==> config.mk <==
export PLATFORM = sky130hd
export DESIGN_NAME = sar_adc_ctrl
export DESIGN_NICKNAME = d
export VERILOG_FILES = /design/src/rtl/sar_pkg.sv /design/src/rtl/sar_sequencer.sv /design/src/rtl/sar_datapath.sv /design/src/rtl/sar_readout.sv /design/src/rtl/sar_adc_ctrl.sv
export SDC_FILE = /design/constraint.sdc
export NUM_CORES = 1
export LEC_CHECK = 0
export BUFFER_PORTS_ARGS = -buffer_cell sky130_fd_sc_hd__buf_2
export CORE_UTILIZATION = 40
export DETAILED_ROUTE_END_ITERATION = 10
export HOLD_SLACK_MARGIN = 0.15
export PLACE_DENSITY = 0.68
export SLEW_MARGIN = 20
export SYNTH_ARGS = -nofsm -noshare
export SYNTH_HDL_FRONTEND = slang
export SYNTH_HIERARCHICAL = 1
export SYNTH_SLANG_ARGS = --single-unit
==> constraint.sdc <==
create_clock -name clk -period 4.6 [get_ports clk]
set_input_delay 0.46 -clock clk [delete_from_list [all_inputs] [get_ports clk]]
set_output_delay 0.46 -clock clk [all_outputs]
set_load 0.1 [all_outputs]
==> src/rtl/sar_pkg.sv <==
package sar_pkg;
    timeunit 1ns;
    timeprecision 1ps;

    typedef enum logic [1:0] {
        PH_IDLE   = 2'd0,
        PH_SETUP  = 2'd1,
        PH_TRIAL  = 2'd2,
        PH_FINISH = 2'd3
    } phase_e;

    // cycles per trial slot once the setup and finish cycles are removed
    function automatic int slot_cycles(input int total, input int trials);
        return (total - 2) / trials;
    endfunction

    function automatic int nibble_count(input int bits);
        return (bits + 3) / 4;
    endfunction
endpackage

==> src/rtl/sar_sequencer.sv <==
module sar_sequencer
    import sar_pkg::*;
#(
    parameter int RES_BITS    = 10,
    parameter int CONV_CYCLES = 62,
    parameter int CMP_CYCLES  = 8,
    parameter int IDX_W       = 4
) (
    input  logic             clk,
    input  logic             rst,
    input  logic             start,
    input  logic             cmp_mode,
    output phase_e           phase,
    output logic [IDX_W-1:0] bit_idx,
    output logic             mode_q,
    output logic             sample,
    output logic             finish
);
    timeunit 1ns;
    timeprecision 1ps;

    localparam int CONV_SLOT = slot_cycles(CONV_CYCLES, RES_BITS);
    localparam int CMP_SLOT  = slot_cycles(CMP_CYCLES, 1);
    localparam int MAX_SLOT  = (CONV_SLOT > CMP_SLOT) ? CONV_SLOT : CMP_SLOT;
    localparam int SLOT_W    = $clog2(MAX_SLOT + 1);
    localparam logic [SLOT_W-1:0] CONV_LAST = SLOT_W'(CONV_SLOT - 1);
    localparam logic [SLOT_W-1:0] CMP_LAST  = SLOT_W'(CMP_SLOT - 1);
    localparam logic [IDX_W-1:0]  TOP_IDX   = IDX_W'(RES_BITS - 1);

    logic [SLOT_W-1:0] slot_cnt;

    always_comb begin
        sample = (phase == PH_TRIAL) && (slot_cnt == (mode_q ? CMP_LAST : CONV_LAST));
        finish = (phase == PH_FINISH);
    end

    always_ff @(posedge clk) begin
        if (rst) begin
            phase    <= PH_IDLE;
            slot_cnt <= '0;
            bit_idx  <= '0;
            mode_q   <= 1'b0;
        end else if (start) begin
            phase    <= PH_SETUP;
            mode_q   <= cmp_mode;
            slot_cnt <= '0;
            bit_idx  <= TOP_IDX;
        end else begin
            case (phase)
                PH_SETUP: begin
                    phase    <= PH_TRIAL;
                    slot_cnt <= '0;
                end
                PH_TRIAL: begin
                    if (sample) begin
                        slot_cnt <= '0;
                        if (mode_q || bit_idx == '0) phase <= PH_FINISH;
                        else bit_idx <= bit_idx - 1'b1;
                    end else begin
                        slot_cnt <= slot_cnt + 1'b1;
                    end
                end
                PH_FINISH: phase <= PH_IDLE;
                default:   phase <= PH_IDLE;
            endcase
        end
    end


    finish_after_trial_chk: assert property (@(posedge clk) disable iff (rst)
        (phase == PH_FINISH) |-> ($past(phase) == PH_TRIAL));


    trial_after_setup_chk: assert property (@(posedge clk) disable iff (rst)
        ((phase == PH_SETUP) && !start) |=> (phase == PH_TRIAL) && (bit_idx == TOP_IDX));
endmodule

==> src/rtl/sar_datapath.sv <==
module sar_datapath
    import sar_pkg::*;
#(
    parameter int RES_BITS = 10,
    parameter int CMP_BITS = 8,
    parameter int IDX_W    = 4
) (
    input  logic                clk,
    input  logic                rst,
    input  logic                start,
    input  phase_e              phase,
    input  logic [IDX_W-1:0]    bit_idx,
    input  logic                mode_q,
    input  logic                sample,
    input  logic                finish,
    input  logic                cmp_in,
    input  logic [CMP_BITS-1:0] preset,
    output logic [RES_BITS-1:0] dac_code,
    output logic [RES_BITS-1:0] result,
    output logic                cmp_answer
);
    timeunit 1ns;
    timeprecision 1ps;

    localparam int PAD_W = RES_BITS - CMP_BITS;

    logic [RES_BITS-1:0] work;
    logic [RES_BITS-1:0] trial_mask;
    logic [RES_BITS-1:0] low_mask;
    logic [CMP_BITS-1:0] preset_q;

    always_comb begin
        trial_mask = '0;
        if (phase == PH_TRIAL && !mode_q) trial_mask = RES_BITS'(1) << bit_idx;
        low_mask = (trial_mask << 1) - RES_BITS'(1);
        dac_code = mode_q ? {preset_q, {PAD_W{1'b0}}} : (work | trial_mask);
    end

    always_ff @(posedge clk) begin
        if (rst) begin
            work       <= '0;
            result     <= '0;
            preset_q   <= '0;
            cmp_answer <= 1'b0;
        end else if (start) begin
            work     <= '0;
            preset_q <= preset;
        end else begin
            if (sample && !mode_q) work[bit_idx] <= cmp_in;
            if (sample && mode_q)  cmp_answer    <= cmp_in;
            if (finish && !mode_q) result        <= work;
        end
    end


    untried_bits_clear_chk: assert property (@(posedge clk) disable iff (rst)
        ((phase == PH_TRIAL) && !mode_q) |-> ((work & low_mask) == '0));


    result_kept_chk: assert property (@(posedge clk) disable iff (rst)
        (finish && mode_q && !start) |=> $stable(result));
endmodule

==> src/rtl/sar_readout.sv <==
module sar_readout
    import sar_pkg::*;
#(
    parameter int RES_BITS = 10,
    parameter int SEL_W    = 2
) (
    input  logic [RES_BITS-1:0] result,
    input  logic [SEL_W-1:0]    rd_sel,
    output logic [3:0]          rd_data
);
    timeunit 1ns;
    timeprecision 1ps;

    localparam int NIB   = nibble_count(RES_BITS);
    localparam int PAD_W = NIB * 4 - RES_BITS;

    logic [NIB*4-1:0] padded;

    generate
        if (PAD_W == 0) begin : g_nopad
            assign padded = result;
        end else begin : g_pad
            assign padded = {result, {PAD_W{1'b0}}};
        end
    endgenerate

    always_comb begin
        rd_data = 4'b0000;
        for (int k = 0; k < NIB; k++) begin
            if (rd_sel == SEL_W'(k)) rd_data = padded[(NIB-1-k)*4 +: 4];
        end
    end
endmodule

==> src/rtl/sar_adc_ctrl.sv <==
module sar_adc_ctrl
    import sar_pkg::*;
#(
    parameter int RES_BITS    = 10,
    parameter int CMP_BITS    = 8,
    parameter int CH_BITS     = 3,
    parameter int CONV_CYCLES = 62,
    parameter int CMP_CYCLES  = 8
) (
    input  logic                                  clk,
    input  logic                                  rst,
    input  logic                                  start,
    input  logic                                  cmp_mode,
    input  logic [CH_BITS-1:0]                    chan_in,
    input  logic [CMP_BITS-1:0]                   preset,
    input  logic                                  cmp_in,
    input  logic [$clog2((RES_BITS+3)/4)-1:0]     rd_sel,
    output logic [RES_BITS-1:0]                   dac_code,
    output logic [CH_BITS-1:0]                    mux_sel,
    output logic                                  busy,
    output logic                                  done,
    output logic                                  irq,
    output logic                                  cmp_answer,
    output logic [3:0]                            rd_data
);
    timeunit 1ns;
    timeprecision 1ps;

    localparam int IDX_W = $clog2(RES_BITS);
    localparam int SEL_W = $clog2(nibble_count(RES_BITS));
    localparam int LAT_W = $clog2(CONV_CYCLES + CMP_CYCLES + 2) + 1;
    localparam logic [LAT_W-1:0] LAT_MAX  = '1;
    localparam logic [LAT_W-1:0] CONV_LAT = LAT_W'(CONV_CYCLES);
    localparam logic [LAT_W-1:0] CMP_LAT  = LAT_W'(CMP_CYCLES);

    phase_e              phase;
    logic [IDX_W-1:0]    bit_idx;
    logic                mode_q;
    logic                sample;
    logic                finish;
    logic [RES_BITS-1:0] result;
    logic [LAT_W-1:0]    lat_cnt;

    sar_sequencer #(
        .RES_BITS(RES_BITS), .CONV_CYCLES(CONV_CYCLES),
        .CMP_CYCLES(CMP_CYCLES), .IDX_W(IDX_W)
    ) u_seq (
        .clk(clk), .rst(rst), .start(start), .cmp_mode(cmp_mode),
        .phase(phase), .bit_idx(bit_idx), .mode_q(mode_q),
        .sample(sample), .finish(finish)
    );

    sar_datapath #(
        .RES_BITS(RES_BITS), .CMP_BITS(CMP_BITS), .IDX_W(IDX_W)
    ) u_dp (
        .clk(clk), .rst(rst), .start(start), .phase(phase),
        .bit_idx(bit_idx), .mode_q(mode_q), .sample(sample),
        .finish(finish), .cmp_in(cmp_in), .preset(preset),
        .dac_code(dac_code), .result(result), .cmp_answer(cmp_answer)
    );

    sar_readout #(
        .RES_BITS(RES_BITS), .SEL_W(SEL_W)
    ) u_rd (
        .result(result), .rd_sel(rd_sel), .rd_data(rd_data)
    );

    assign busy = (phase != PH_IDLE);

    always_ff @(posedge clk) begin
        if (rst) begin
            done    <= 1'b0;
            irq     <= 1'b0;
            mux_sel <= '0;
        end else begin
            irq <= finish && !start;
            if (start) begin
                done    <= 1'b0;
                mux_sel <= chan_in;
            end else if (finish) begin
                done <= 1'b1;
            end
        end
    end

    // cycles since the last start edge, used by the latency checks
    always_ff @(posedge clk) begin
        if (rst || start)         lat_cnt <= '0;
        else if (lat_cnt != LAT_MAX) lat_cnt <= lat_cnt + 1'b1;
    end


    conv_latency_chk: assert property (@(posedge clk) disable iff (rst)
        ($rose(done) && !mode_q) |-> (lat_cnt == CONV_LAT));


    cmp_latency_chk: assert property (@(posedge clk) disable iff (rst)
        ($rose(done) && mode_q) |-> (lat_cnt == CMP_LAT));


    irq_pulse_chk: assert property (@(posedge clk) disable iff (rst)
        irq |=> !irq);


    start_clears_done_chk: assert property (@(posedge clk) disable iff (rst)
        start |=> (busy && !done));
endmodule

**Word-level counts from Yosys, hierarchy flattened**

Cells that the tools add are included.
W data, S select, Z words.

- Flip-flop bits (word level): 44
- Input bits: 18
- Output and inout bits: 21

- $add $sub $neg: 2
- Order comparisons: 2
- Equality and inequality tests: 11
- Shift operators: 1
- Muxes and demuxes: 18
- Bitwise logic cells: 3
- Reduce and logical (&&, ||, !) cells: 23

Operators with widths:

| kind | number |
|---|---|
| $mux W4 | 7 |
| $mux W10 | 2 |
| $bwmux W10 | 1 |
| $or A10 B10 Y10 | 1 |
| $shl A1 B4 Y10 const A | 1 |
| $reduce_and A2 Y1 | 4 |
| $reduce_bool A2 Y1 | 4 |
| $logic_and A1 B1 Y1 | 7 |
| $eq A2 B2 Y1 const B | 3 |
| $pmux W3 S2 | 1 |
| $reduce_and A3 Y1 | 2 |
| $lt A4 B5 Y1 const B | 1 |
| $demux W1 S4 | 1 |
| $eq A2 B1 Y1 const B | 2 |
| $ge A4 B1 Y1 const B | 1 |
| $logic_not A4 Y1 | 1 |
| $mux W2 | 2 |
| $ne A2 B2 Y1 const B | 2 |
| $pmux W2 S2 | 1 |
| $sub A4 B1 Y4 const B | 1 |
| $add A3 B1 Y3 const B | 1 |
| $eq A3 B3 Y1 const B | 1 |
| $mux W3 | 1 |
| $ne A3 B2 Y1 const B | 1 |
| 8 further kinds | 11 |

**Logic depth before layout (Yosys ltp)**

- Depth in word-level cells: 6
- Depth in mapped cells: 6
- Depth with buffers taken out: 6

**Hierarchy**

The synthesis kept the hierarchy.

Modules (own cells, without submodules):

| module | instances | cells each | area an instance (µm²) | sequential area each (µm²) |
|---|---|---|---|---|
| sar_datapath | 1 | 147 | 1333.8 | 580.6 |
| sar_sequencer | 1 | 63 | 553.0 | 200.2 |
| sar_adc_ctrl | 1 | 16 | 175.2 | 100.1 |
| sar_readout | 1 | 10 | 82.6 | 0.0 |

**Least setup slack after synthesis**

Ideal clock, no wire load.

- Path kind: flip-flop to output port
- Start point: reg u_seq.bit_idx[3]
- End point: out dac_code[3]
- Data arrival time: 2241 ps
- Data required time: 4140 ps
- Path slack: 1899 ps
- Cell stages (with the launch flop): 4
- Path buffers: 0
- Path through: dfxtp_1 > nor4b_2 > a31oi_1 > o21ai_1

- Word-level cells in the longest chain between the ends: 4

RTL lines:

| what | line | source |
|---|---|---|
| from (decl) | sar_sequencer.sv:14 | `output logic [IDX_W-1:0] bit_idx,` |
| from (signal assigned) | sar_sequencer.sv:58 | `else bit_idx <= bit_idx - 1'b1;` |
| $shl A1 B4 Y10 | sar_datapath.sv:34 | `if (phase == PH_TRIAL && !mode_q) trial_mask = RES_BITS'(1) << bit_idx;` |
| $mux W10 | sar_datapath.sv:34 |  |
| $or A10 B10 Y10 | sar_datapath.sv:36 | `dac_code = mode_q ? {preset_q, {PAD_W{1'b0}}} : (work \| trial_mask);` |
| $mux W10 | sar_datapath.sv:36 |  |
| to (decl) | sar_adc_ctrl.sv:18 | `output logic [RES_BITS-1:0] dac_code,` |

No other way between the ends.

**Worst setup path in the final report**

- Start point: reg u_seq.bit_idx[3]
- End point: out dac_code[2]

Same word-level chain as after synthesis.

==> summary.txt <==
Run status
  – Outcome: finished, final reports clean

Global route
  – First-pass GRT wire length: 7134 um
  – Pin count of the biggest net entering global routing: 33
  – GRT Total Usage: 16.76%
  – Vias in the first global route: 1503
  – Initial antenna violation count: 0
  – GRT overflow: 0

Pwr
  – Power Dens Cells: 289.9 nW/um2
  – Leakage: 1.056 nW
  – Net Switching: 191.9 uW
  – Peak VDD IR: 0.0002052 V
  – Sw frac: 27.06%
  – Cell internal pwr: between 500 and 600 uW
  – Comb pwr share: 11.8%
  – Flop pwr share: 56.5%
  – Total power: approximately 700 uW
  – Clock power frac: 31.7%

Floorplan
  – Row cnt: 26
  – Die Y: 75.22 um
  – Starting Density: between 40% and 50%
  – DIE AREA: 5658 um2
  – DIE WIDTH: ~75 um
  – Core box area: 5140 um2
  – I/O pin cnt: 39

Placed design
  – Placed Cells: 335
  – Final HPWL DP: approximately 3300 um
  – Dpl cell area: 2369 um2
  – Routability cong.: around 0.80
  – IO Port Bufs: 38
  – Pre-CTS WS: 2.439 ns

Job
  – Maxcap violations: 0

Finish
  – ANT cells: 0
  – Share of post-route cells with drive strength above 1: 19.85%
  – Post-route cell area: roughly 2400 um2
  – Finished Core Util: about 48%
  – Nets: just under 300
  – Final std cells w/o fill: 342
  – P&R area growth vs syn: 14.06%

Route
  – Final ANT Viol Nets: 0
  – DR vias: between 1500 and 2000
  – Total wire length: 4564 um
  – Via density: 5.050
  – Drt pass-1 iters: 4
  – Starting DRC count in detailed routing: 94
  – WL/cell: roughly 13 um
  – DRC violations left: 0

Yosys
  – Largest family of logic cells by synthesized area: simple AND/OR/NAND/NOR gates
  – Yosys top cell by area: dfxtp_1
  – Mapped Area: between 2000 and 2500 um2
  – Mux contribution to synthesized area: 17.74%
  – Synth Area in XOR/XNOR: 0%
  – Yosys reg bits: 44
  – Top_reg_cell synth: dfxtp_1
  – Synth Area in Adders: 2.917%
  – Synth async-reset ratio: 0%
  – Synth Net Count: 259
  – Synth area leaders: dfxtp_1, mux2i_1, nor2_1
  – Top-area cell type share of the netlist area: 41.07%
  – Mapped Cells: 236
  – EDFF count, synth: 0
  – Synth Area in Simple Gates: about a quarter
  – Compound-Gate Fraction of Synth Area: 9.452%
  – Yosys cell types: 40
  – Register area share after synthesis: 41.07%
  – Syn Area/Cell: 9.087 um2
  – Yosys warns: 6

Critical path
  – CP Data Arrival Time: around 2.0 ns
  – Critical-path cell list: nor4b_2, a21oi_1, o21ai_1, buf_2
  – Critical path peak fanout: 10
  – Critical Path End Type: output pin
  – Crit-path slowest cell: nor4b_2
  – Critical path class: register to output pin
  – Slowest stage delay, CP: a little under 0.6 ns
  – CP bufs+invs: 1
  – Crit start category: register
  – CP Data Required Time: 4.14 ns
  – CP top delay family: simple AND/OR/NAND/NOR gates

Timing
  – Unrepaired setup endpoints after global routing: false
  – Final Cycle Share: between 50% and 60%
  – Fmax: 0.3999 GHz
  – Endpoints failing hold: 0
  – Tmin final: 2.501 ns
  – Hold WS: 0.4064 ns
  – Worst slew pin tran: 0.9852 ns
  – Final setup TNS: 0 ns
  – Fin Clk Skew: approximately 0.0018 ns
  – Slew HR: approximately a third
  – Max-slew violations: 0
  – PnR worst setup slack: 2.099 ns
  – Final setup violation count: 0

CTS
  – CTS buffer count: 5
  – CTS H-Tree Depth: 2
  – Register clock-pin slew on the reported worst setup and hold paths: 0.08 ns
  – Post-cts resize count: 0
  – Cts hold-fix bufs: 0
  – Clk root buf: clkbuf_8
  – Worst skew pair latency: 0.29 ns
  – Postcts setup bufs: 0
  – Clock buffer depth: 2
  – CTS tree: yes
  – Clock sink count: 44

Hold path
  – Worst hold-check path type: input port to register
-- path summary, 6_finish.rpt --
path / from / endpoint / slack (ns) / cells after the start
worst min-delay path: preset[4] / u_dp/preset_q[4] / 0.41 / 3
worst min register to register: u_dp/work[5] / u_dp/work[5] / 0.48 / 2
worst max register to register: u_seq/phase[0] / u_dp/result[9] / 2.58 / 4
worst max-delay path: u_seq/bit_idx[3] / dac_code[2] / 2.10 / 4
-- routing by layer --
layer / vias to the layer above / part of all wire (%) / track usage (%)
li1: 898 / - / -
met1: 787 / 47 / 22.83
met2: 42 / 48 / 26.93
met3: 0 / 4.6 / 4.150
met4: 0 / 0 / 3.704
met5: - / 0 / 0
-- logic make-up (layout without fill, tap and decap cells) --
group / after synthesis / count (layout)
flops: 44 / 44
mux: 38 / 38
fa+ha+maj: 5 / 5
compound gates: 35 / 35
simple gates: 98 / 98
buf+inv: 16 / 52
-- sequential cells by signal (all words and copies together), names as in the netlist, 2 cells and up --
name / count
u_dp/preset_q: 8
u_seq/slot_cnt: 3
u_seq/bit_idx: 4
mux_sel: 3
u_dp/work: 10
u_dp/result: 10
u_seq/phase: 2
-- power by group through the flow --
stage	clock (mW)	sequential, mW	combinational (mW)
6_report	0.225	0.401	0.0833
2_1_floorplan	0	0.416	0.0568
3_5_place_dp	0	0.410	0.0834
5_1_grt	0.250	0.403	0.0889
4_1_cts	0.232	0.401	0.0838
3_3_place_gp	0	0.410	0.0827
-- worst min-delay path, stage by stage --
cell and delay (ns):
buf_2 0.07, mux2i_1 0.05, nor2_1 0.07
-- cells in the mapped netlist, drive strengths merged, types with 2 or more instances --
| master | count |
|---|---|
| nand2 | 29 |
| dfxtp | 44 |
| nor4b | 2 |
| nor2b | 6 |
| inv | 7 |
| or3 | 3 |
| o21ai | 12 |
| a21oi | 12 |
| o2bb2ai | 2 |
| or2 | 2 |
| nor3b | 4 |
| a31oi | 5 |
| buf | 9 |
| nor2 | 32 |
| nor3 | 2 |
| mux2i | 38 |
| or3b | 2 |
| nand3 | 4 |
| and4bb | 3 |
| ha | 5 |
| nand4b | 2 |
-- layout make-up --
class	count	area, um2
clock buffers	6	72.57
clock inverters	1	5.005
fillers	536	2694
inverters	7	26.28
multi-input cells	176	1184
flip-flops and latches	44	880.8
well taps	70	87.58
repair buffers	38	190.2
-- cell usage in the layout (no fill, tap or decap), types with 2 or more instances in the layout --
master / n
a21oi_1: 12
a31oi_1: 5
and4bb_1: 2
buf_2: 38
clkbuf_8: 5
dfxtp_1: 44
ha_1: 5
inv_1: 7
mux2i_1: 38
nand2_1: 29
nand3_1: 3
nand4b_1: 2
nor2_1: 31
nor2b_1: 6
nor3_1: 2
nor3b_1: 3
o21ai_0: 4
o21ai_1: 8
o2bb2ai_1: 2
or2_2: 2
or3_1: 3
or3b_1: 2
(Power assumes the default switching activity.)
